<file path="src/rtl/chseq_pkg.sv">
package chseq_pkg;
  localparam int CH_W   = 2;
  localparam int CFG_W  = 2;
  localparam int BYTE_W = 8;

  typedef enum logic [CFG_W-1:0] {
    CFG_SE4   = 2'b00,
    CFG_DIFF3 = 2'b01,
    CFG_MIX   = 2'b10,
    CFG_DIFF2 = 2'b11
  } cfg_e;

  typedef struct packed {
    logic            rsv_hi;
    logic            out_en;
    cfg_e            cfg;
    logic            rsv_lo;
    logic            auto_inc;
    logic [CH_W-1:0] chan;
  } ctrl_t;

  function automatic logic [CH_W-1:0] top_chan(cfg_e c);
    case (c)
      CFG_SE4:   return CH_W'(3);
      CFG_DIFF3: return CH_W'(2);
      CFG_MIX:   return CH_W'(2);
      default:   return CH_W'(1);
    endcase
  endfunction
endpackage

</file>
<file path="src/rtl/chseq_ctrl_reg.sv">
module chseq_ctrl_reg
  import chseq_pkg::*;
(
  input  logic clk,
  input  logic rst_n,
  input  logic load,
  input  ctrl_t ctrl_in,
  output cfg_e cfg_q,
  output logic out_en_q,
  output logic auto_q
);
  always_ff @(posedge clk or negedge rst_n) begin
    if (!rst_n) begin
      cfg_q    <= CFG_SE4;
      out_en_q <= 1'b0;
      auto_q   <= 1'b0;
    end else if (load) begin
      cfg_q    <= ctrl_in.cfg;
      out_en_q <= ctrl_in.out_en;
      auto_q   <= ctrl_in.auto_inc;
    end
  end

  a_r2_en_follows_bit6: assert property (@(posedge clk) disable iff (!rst_n)
    load |=> out_en_q == $past(ctrl_in.out_en));
  a_r3_cfg_stable_no_load: assert property (@(posedge clk) disable iff (!rst_n)
    !load |=> $stable(cfg_q) && $stable(out_en_q) && $stable(auto_q));
endmodule

</file>
<file path="src/rtl/chseq_ctr.sv">
module chseq_ctr
  import chseq_pkg::*;
(
  input  logic            clk,
  input  logic            rst_n,
  input  logic            load,
  input  logic [CH_W-1:0] load_chan,
  input  logic            conv_done,
  input  logic            auto_en,
  input  logic [CH_W-1:0] top,
  output logic [CH_W-1:0] chan_q
);
  logic            step;
  logic [CH_W-1:0] chan_nxt;

  assign step = conv_done && auto_en;

  always_comb begin
    chan_nxt = chan_q;
    if (load)
      chan_nxt = load_chan;
    else if (step)
      chan_nxt = (chan_q >= top) ? '0 : chan_q + CH_W'(1);
  end

  always_ff @(posedge clk or negedge rst_n) begin
    if (!rst_n) chan_q <= '0;
    else        chan_q <= chan_nxt;
  end

  a_r4_in_range: assert property (@(posedge clk) disable iff (!rst_n)
    chan_q <= top);
  a_r5_step: assert property (@(posedge clk) disable iff (!rst_n)
    (!load && conv_done && auto_en && chan_q < top) |=> chan_q == CH_W'($past(chan_q) + CH_W'(1)));
  a_r6_wrap: assert property (@(posedge clk) disable iff (!rst_n)
    (!load && conv_done && auto_en && chan_q == top) |=> chan_q == '0);
  a_r7_hold: assert property (@(posedge clk) disable iff (!rst_n)
    (!load && !(conv_done && auto_en)) |=> $stable(chan_q));
  a_r8_load_wins: assert property (@(posedge clk) disable iff (!rst_n)
    load |=> chan_q == $past(load_chan));
endmodule

</file>
<file path="src/rtl/chseq_mux_dec.sv">
module chseq_mux_dec
  import chseq_pkg::*;
(
  input  logic            clk,
  input  logic            rst_n,
  input  cfg_e            cfg,
  input  logic [CH_W-1:0] chan,
  output logic [CH_W-1:0] sel_pos,
  output logic [CH_W-1:0] sel_neg,
  output logic            sel_gnd,
  output logic            diff
);
  always_comb begin
    sel_pos = chan;
    sel_neg = '0;
    sel_gnd = 1'b1;
    diff    = 1'b0;
    case (cfg)
      CFG_SE4: ;
      CFG_DIFF3: begin
        sel_neg = CH_W'(3);
        sel_gnd = 1'b0;
        diff    = 1'b1;
      end
      CFG_MIX: begin
        if (chan == CH_W'(2)) begin
          sel_neg = CH_W'(3);
          sel_gnd = 1'b0;
          diff    = 1'b1;
        end
      end
      default: begin
        sel_pos = {chan[0], 1'b0};
        sel_neg = {chan[0], 1'b1};
        sel_gnd = 1'b0;
        diff    = 1'b1;
      end
    endcase
  end

  a_r10_pair_distinct: assert property (@(posedge clk) disable iff (!rst_n)
    diff |-> (sel_pos != sel_neg) && !sel_gnd);
  a_r10_se_neg_zero: assert property (@(posedge clk) disable iff (!rst_n)
    !diff |-> sel_gnd && sel_neg == '0);
  a_r9_diff3_neg: assert property (@(posedge clk) disable iff (!rst_n)
    (cfg == CFG_DIFF3) |-> sel_neg == CH_W'(3));
endmodule

</file>
<file path="src/rtl/chseq_top.sv">
module chseq_top
  import chseq_pkg::*;
(
  input  logic                 clk,
  input  logic                 rst_n,
  input  logic [BYTE_W-1:0]    ctrl_byte,
  input  logic                 load,
  input  logic                 conv_done,
  output logic [CH_W-1:0]      chan,
  output logic                 diff_mode,
  output logic [CH_W-1:0]      sel_pos,
  output logic [CH_W-1:0]      sel_neg,
  output logic                 sel_gnd,
  output logic                 out_en
);
  ctrl_t           ctrl;
  cfg_e            cfg_q;
  logic            auto_q;
  logic [CH_W-1:0] new_top;
  logic [CH_W-1:0] cur_top;
  logic [CH_W-1:0] load_chan;

  assign ctrl      = ctrl_t'(ctrl_byte);
  assign new_top   = top_chan(ctrl.cfg);
  assign cur_top   = top_chan(cfg_q);
  assign load_chan = (ctrl.chan > new_top) ? new_top : ctrl.chan;

  chseq_ctrl_reg u_reg (
    .clk(clk), .rst_n(rst_n), .load(load), .ctrl_in(ctrl),
    .cfg_q(cfg_q), .out_en_q(out_en), .auto_q(auto_q)
  );

  chseq_ctr u_ctr (
    .clk(clk), .rst_n(rst_n), .load(load), .load_chan(load_chan),
    .conv_done(conv_done), .auto_en(auto_q), .top(cur_top), .chan_q(chan)
  );

  chseq_mux_dec u_dec (
    .clk(clk), .rst_n(rst_n), .cfg(cfg_q), .chan(chan),
    .sel_pos(sel_pos), .sel_neg(sel_neg), .sel_gnd(sel_gnd), .diff(diff_mode)
  );

  a_r4_clamped_load: assert property (@(posedge clk) disable iff (!rst_n)
    (load && ctrl_byte[1:0] > new_top) |=> chan == $past(new_top));
endmodule

</file>
<file path="config.mk">
export PLATFORM = sky130hd
export DESIGN_NAME = chseq_top
export DESIGN_NICKNAME = d
export VERILOG_FILES = /design/src/rtl/chseq_pkg.sv /design/src/rtl/chseq_ctrl_reg.sv /design/src/rtl/chseq_ctr.sv /design/src/rtl/chseq_mux_dec.sv /design/src/rtl/chseq_top.sv
export SDC_FILE = /design/constraint.sdc
export NUM_CORES = 1
export LEC_CHECK = 0
export BUFFER_PORTS_ARGS = -buffer_cell sky130_fd_sc_hd__buf_4
export CAP_MARGIN = 15
export CORE_AREA = 4 4 41 43
export DETAILED_ROUTE_END_ITERATION = 10
export DIE_AREA = 0 0 45 47
export PLACE_DENSITY = 0.81
export SLEW_MARGIN = 20
export SYNTH_ARGS = -nofsm -noshare
export SYNTH_HDL_FRONTEND = slang
export SYNTH_SLANG_ARGS = --single-unit
</file>
<file path="constraint.sdc">
create_clock -name clk -period 1.4 [get_ports clk]
set_input_delay 0.14 -clock clk [delete_from_list [all_inputs] [get_ports clk]]
set_output_delay 0.14 -clock clk [all_outputs]
set_load 0.02 [all_outputs]
</file>
==> results of run 1 <==
## logic make-up after synthesis
group                    after synthesis  share of synthesized area
AND/OR/NAND/NOR                       14                      0.127
multiplexers                           3                     0.0623
AO/OA/AOI/OAI                         14                      0.197
buffers and inverters                 10                     0.0863
flip-flops                             6                      0.288
adder cells (fa/ha/maj)               10                      0.240
## power by group through the flow
stage	clock network, W	registers [W]	logic, W
2_1_floorplan	0	0.000252	0.000219
3_3_place_gp	0	0.000216	0.000427
3_5_place_dp	0	0.000218	0.000439
4_1_cts	0.000172	0.000218	0.000521
5_1_grt	0.000192	0.000220	0.000630
6_report	0.000167	0.000218	0.000577
## timing repair
| action | 4_1_cts | 5_1_grt |
|---|---|---|
| hold endpoints to repair | 6 | 0 |
| setup buffers | 4 | 0 |
| gates cloned | 0 | 0 |
| hold buffers | 1 | 0 |
| resized for setup | 18 | 7 |
| endpoints found under the setup margin | 6 | 8 |
| pin swaps | 8 | 3 |
## worst min-delay path, stage by stage
cell	delay [ps]
buf_4	80
nand2_1	40
o21ai_0	60
## final cells by class
class                           count  area share
Clock buffer                        4      0.0294
Inverter                            9      0.0378
Multi-Input combinational cell     41       0.463
Sequential cell                     6       0.169
Tap cell                           15      0.0210
Timing Repair Buffer               30       0.280
## sequential cells by signal, summed over array words and instances, names as in the netlist
signal          count
u_ctr.chan_q        2
u_reg.auto_q        1
u_reg.out_en_q      1
u_reg.cfg_q         2
## through the flow
stage	area (um^2)	hold WS, ps
after floorplan	523	-156
after global placement	718	-51.4
after detailed placement	718	-47.9
after CTS	857	135
after global routing	895	137
final	895	137
## path summary, 6_finish.rpt
kind                                     start         endpoint  slack (ps)  cells after the start
worst min-delay path              ctrl_byte[5]   u_reg.cfg_q[1]         140                      3
worst min register to register    u_reg.auto_q     u_reg.auto_q         510                      1
min in group asynchronous                rst_n     u_reg.auto_q         250                      2
worst max register to register  u_reg.cfg_q[1]  u_ctr.chan_q[1]        -100                      7
worst max-delay path            u_reg.cfg_q[1]       sel_neg[0]        -130                      6
max in group asynchronous                rst_n  u_ctr.chan_q[0]        1020                      2
## cells in the final DEF, fill, tap and decap left out, types with 2 or more instances in the layout
| cell | instances |
|---|---|
| nor2_1 | 2 |
| ha_4 | 4 |
| inv_1 | 5 |
| nand3_1 | 2 |
| inv_2 | 4 |
| o21ai_0 | 2 |
| a21oi_1 | 3 |
| a21o_1 | 2 |
| buf_6 | 6 |
| clkbuf_4 | 3 |
| dfrtp_1 | 5 |
| mux2_2 | 2 |
| buf_4 | 23 |
| nand2_1 | 4 |
| ha_1 | 5 |
## metal layers
metal | part of all wire | wire length [um]
met5 | 0 | 0
met3 | 0.054 | 68
met4 | 0 | 0
met1 | 0.42 | 521
met2 | 0.53 | 658
==> impl_results.md, run 1 <==
- VDD IR-drop max: 0.000665 V
- Post-route ant nets: 0
- CTS Sinks: 6
- Buf/Inv on CP: 2
- EDFF count, synth: 0
- Worst-path maximum fanout: 4
- DR iter-0 viols: 4
- Worst Path Arrival: 1390 ps
- Asr flop ratio synth: 1.00
- Critical path's top delay family: flip-flops
- Skew final: 9.02 ps
- Crit start category: flop
- Drc violations: 0
- Post-DR vias/cell: about 4.9
- Yosys top cell by area: dfrtp_1
- First-pass GRT wire length: just under 2 mm
- Sw Pwr: between 0.0003 and 0.0004 W
- CORE AREA: between 0.001 and 0.0015 mm^2
- Die Height: around 47 um
- Slowest cell on crit path: dfrtp_1
- Yosys Warn Count: 0
- Max-cap violation count: 0
- GR Util met1: 0.142
- Post-synthesis cell count: 57
- Multi-input combinational cell area: 414 um^2
- Final wirelength: 1.25 mm
- Largest cells by area after synthesis: dfrtp_1, ha_1, inv_1, mux2_2, nand2_1
- RSZ-0062 raised after global routing: true
- CTS tree: yes
- Top cell type's share of synthesized area: 0.288
- H-tree levels: 1
- Drt first pass iters: 3
- Max clock buf depth: 2
- Number of global-route vias before repair: 509
- Fin crit period: approximately 1500 ps
- Crit path largest cell delay: 390 ps
- Final WS setup: -127 ps
- GRT met2 Usage: 0.234
- Filler instances: 108
- Non-Filler Instances: 105
- Ys flop type: dfrtp_1
- Seq pwr share: 0.226
- Avg Cell Area, Syn: slightly above 9 um^2
- Max Slew Vio Count: 0
- Insertion delay to the later sink of the worst-skew pair: between 200 and 250 ps
- Most used cell, CP: buf_6
- I/O pin count: 21
- Fmax: ~650 MHz
- Period utilization: 1.09
- Largest net degree at the start of global routing: 12
- Crit path required time: approximately 1300 ps
- Die Span X: 45 um
- Post-DP HPWL: 918 um
- Die Footprint: 0.00212 mm^2
- Tightest Pin Transition: 365 ps
- Hold Violations, Final: 0
- Clock group share of total power: 0.174
- Root Buffer: clkbuf_4
- Total GRT Usage: 0.125
- Setup crit end kind: primary output
- Status: finished, violations left
- Post-synth cell types: 21
- Synth Cell Area: roughly 520 um^2
- Clk pin slew, worst setup/hold paths: about 40 ps
- Final Power: about 0.00096 W
- Switching Fraction: 0.370
- Total number of vias: 514
- Port Buffers: 18
- Failing checks: negative setup slack
- Initial core utilization: 0.401
- Slew headroom: 0.756
- Antenna violations before repair: 0
- Placed instance count: 96
- Reg area: 151 um^2
- Part of the power in combinational logic: 0.600
- Place WS: -133 ps
- Register area share after synthesis: 0.288
- Internal power: 0.000606 W
- Final Setup Violations: 6
- Lkg Pwr: roughly 0.44 nW
- Routing usage on met3: 0.0268
- # rows: 13
- FF+latch count, synth: 6
- Crit path kind: flop to primary output
- Min-Delay Path Class: primary input to flop
- Syn-to-layout area delta: 71.5%
- Grt peak-use layer: met2
- Synthesized net count: 79
- Grt ovf: 0
- Pwr dens: roughly 1100 mW/mm^2
- GP Congestion: 0.722
- Ant. Diodes: 0
- Total Neg Setup Slack: -500 ps
- Most frequent cell after synthesis: ha_1
- Post-layout util: 0.688
- Routed wire per std cell: 11.9 um
- Synth cell count leaders: ha_1, inv_1, dfrtp_1, nand2_1
- Layout cells sized above 1: 0.578
- Final layout net count: between 100 and 150
- CP cell instances: buf_6 > ha_4 > nand3_2 > o21ai_2 > or2_4 > buf_6
- CTS buffer count: 3
(Power assumes the default switching activity.)
==> inputs of run 2 (changes only) <==
--- a/config.mk
+++ b/config.mk
@@ -12,4 +12,5 @@
 export DIE_AREA = 0 0 45 47
 export PLACE_DENSITY = 0.81
+export SETUP_SLACK_MARGIN = 0.1
 export SLEW_MARGIN = 20
 export SYNTH_ARGS = -nofsm -noshare
==> constraint.sdc (replaced) <==
create_clock -name clk -period 1.4 [get_ports clk]
set_input_delay 0.21 -clock clk [delete_from_list [all_inputs] [get_ports clk]]
set_output_delay 0.21 -clock clk [all_outputs]
set_load 0.02 [all_outputs]
==> impl_results.md, run 2 (synthesized netlist as in run 1, its figures left out) <==
- Status: finished, violations left
- Failing checks: negative setup slack
- First-pass GRT wire length: 1.92 mm (-1.7%)
- Drt first pass iters: 2 (-1)
- Fin crit period: 1570 ps (+45.9 ps)
- Die Footprint: 0.00212 mm^2 (unchanged)
- Number of global-route vias before repair: 506 (-0.59%)
- Crit start category: flop
- GR Util met1: 0.117 (-0.0246)
- VDD IR-drop max: 0.000713 V (+7.1%)
- Tightest Pin Transition: 374 ps (+8.94 ps)
- Fmax: 636 MHz (-2.9%)
- R2r endpoint: u_ctr.chan_q[1]
- Max-cap violation count: 0 (unchanged)
- Hold EP: u_reg.cfg_q[1]
- Post-DP HPWL: 976 um (+6.3%)
- Non-Filler Instances: 108 (+2.9%)
- Insertion delay to the later sink of the worst-skew pair: 240 ps (about the same)
- Place WS: -209 ps (-75.6 ps)
- Hold Violations, Final: 0 (unchanged)
- WHS Path Cells: 3 (unchanged)
- I/O pin count: 21 (unchanged)
- DR iter-0 viols: 2 (-2)
- GRT met2 Usage: 0.260 (+0.0254)
- Ant. Diodes: 0 (unchanged)
- Pwr dens: 1070 mW/mm^2 (-0.57%)
- Setup crit end kind: primary output
- Clk pin slew, worst setup/hold paths: 50 ps (about the same)
- Hold_sp: ctrl_byte[5]
- Routing usage on met3: 0.0307 (+0.00383)
- Drc violations: 0 (unchanged)
- Filler instances: 106 (-1.9%)
- Worst-path maximum fanout: 5 (+1)
- Max Slew Vio Count: 0 (unchanged)
- Final layout net count: 116 (+2.7%)
- CORE AREA: 0.00130 mm^2 (unchanged)
- Antenna violations before repair: 0 (unchanged)
- RSZ-0062 raised after global routing: true
- Min-Delay Path Class: primary input to flop
- Slew headroom: 0.751 (-0.00596)
- Most frequent cells in the layout: buf_4, buf_6, inv_1, ha_4
- CTS Sinks: 6 (unchanged)
- Die Height: 47 um (unchanged)
- Final WS setup: -173 ps (-45.9 ps)
- Root Buffer: clkbuf_4
- Final Setup Violations: 8 (+2)
- CTS buffer count: 3 (unchanged)
- # rows: 13 (unchanged)
- Skew final: 7.91 ps (-1.12 ps)
- CTS tree: yes
- Most common cell after layout, fill and taps aside: buf_4
- Worst Path Arrival: 1360 ps (-30 ps)
- Period utilization: 1.12 (+0.0328)
- H-tree levels: 1 (unchanged)
- Routed wire per std cell: 11.9 um (+0.18%)
- Total GRT Usage: 0.120 (-0.00525)
- Layout cells sized above 1: 0.624 (+0.0459)
- Largest net degree at the start of global routing: 12 (unchanged)
- Reg2reg setup slack: -130 ps (-30 ps)
- Total number of vias: 528 (+2.7%)
- Lkg Pwr: 0.458 nW (+3.2%)
- Crit path kind: flop to primary output
- Post-DR vias/cell: 4.89 (-0.13%)
- Die Span X: 45 um (unchanged)
- Total Neg Setup Slack: -894 ps (-394 ps)
- Grt ovf: 0 (unchanged)
- Cells on worst reg2reg path: 7 (unchanged)
- Max clock buf depth: 2 (unchanged)
- Placed instance count: 99 (+3.1%)
- GP Congestion: 0.720 (-0.25%)
- Initial core utilization: 0.401 (unchanged)
- Post-route ant nets: 0 (unchanged)
- Biggest registers after layout: u_ctr.chan_q (2), u_reg.cfg_q (2)
- Syn-to-layout area delta: 79.6%
- Final wirelength: 1.29 mm (+3.0%)
- Grt peak-use layer: met2
- Port Buffers: 18 (unchanged)
- RR Startpoint: u_reg.cfg_q[1]
- Crit path required time: 1190 ps (-70 ps)
## run 2: cell types whose count changed in the layout (fill, tap and decap cells not counted), sizes merged
cell / before / now
buf: 29 / 32
## run 2: timing repair
action | 4_1_cts | 5_1_grt
setup buffers | 2 | 2
setup endpoints to repair | 8 | 8
resized for setup | 12 | 17
pin swaps | 4 | 10
hold buffers | 1 | 0
endpoints found under the hold margin | 6 | 0
## run 2: final cells by class
cell class,count,area (um^2),share of cell area
multi-input cells,41,427,0.455
inverters,9,36.3,0.0387
well taps,15,18.8,0.0200
clock buffers,4,26.3,0.0280
repair buffers,33,277,0.295
flip-flops and latches,6,153,0.163
## run 2: worst max-delay path by stage
stage                     slack, ps      startpoint              end
final                          -170  u_reg.cfg_q[1]       sel_neg[0]
after global routing           -220  u_reg.cfg_q[1]       sel_neg[0]
after CTS                      -220  u_reg.cfg_q[0]       sel_neg[0]
after detailed placement       -210  u_reg.cfg_q[1]  u_ctr.chan_q[1]
after global placement         -130  u_reg.cfg_q[1]  u_ctr.chan_q[1]
after floorplan                -100  u_reg.cfg_q[1]  u_ctr.chan_q[1]
## run 2: through the flow
stage                     hold WS, ps  utilization  total power (W)  instance area [um^2]
after global routing              182        0.720          0.00108                   937
after floorplan                 -85.6            -         0.000477                   527
after global placement           20.5        0.572         0.000665                   744
after CTS                         185        0.653         0.000917                   850
after detailed placement         21.2        0.572         0.000680                   744
final                             186        0.720          0.00100                   937
## run 2: per-layer routing
metal  wire length, um  up-vias
li1                  -      266
met1               528      245
met2               662       17
met3                94        0
met4                 0        0
met5                 0        -
## run 2: worst max-delay path, cell delays in order (launching register included)
cell     delay (ps)
dfrtp_2         440
buf_6           150
ha_4            180
or2_4           230
buf_6           130
## run 2: power breakdown
part	internal (W)	total, W	switching [W]	leakage (nW)
registers	0.000202	0.000218	0.0000168	0.0698
clock network	0.000108	0.000172	0.0000636	0.0150
logic	0.000323	0.000612	0.000289	0.373
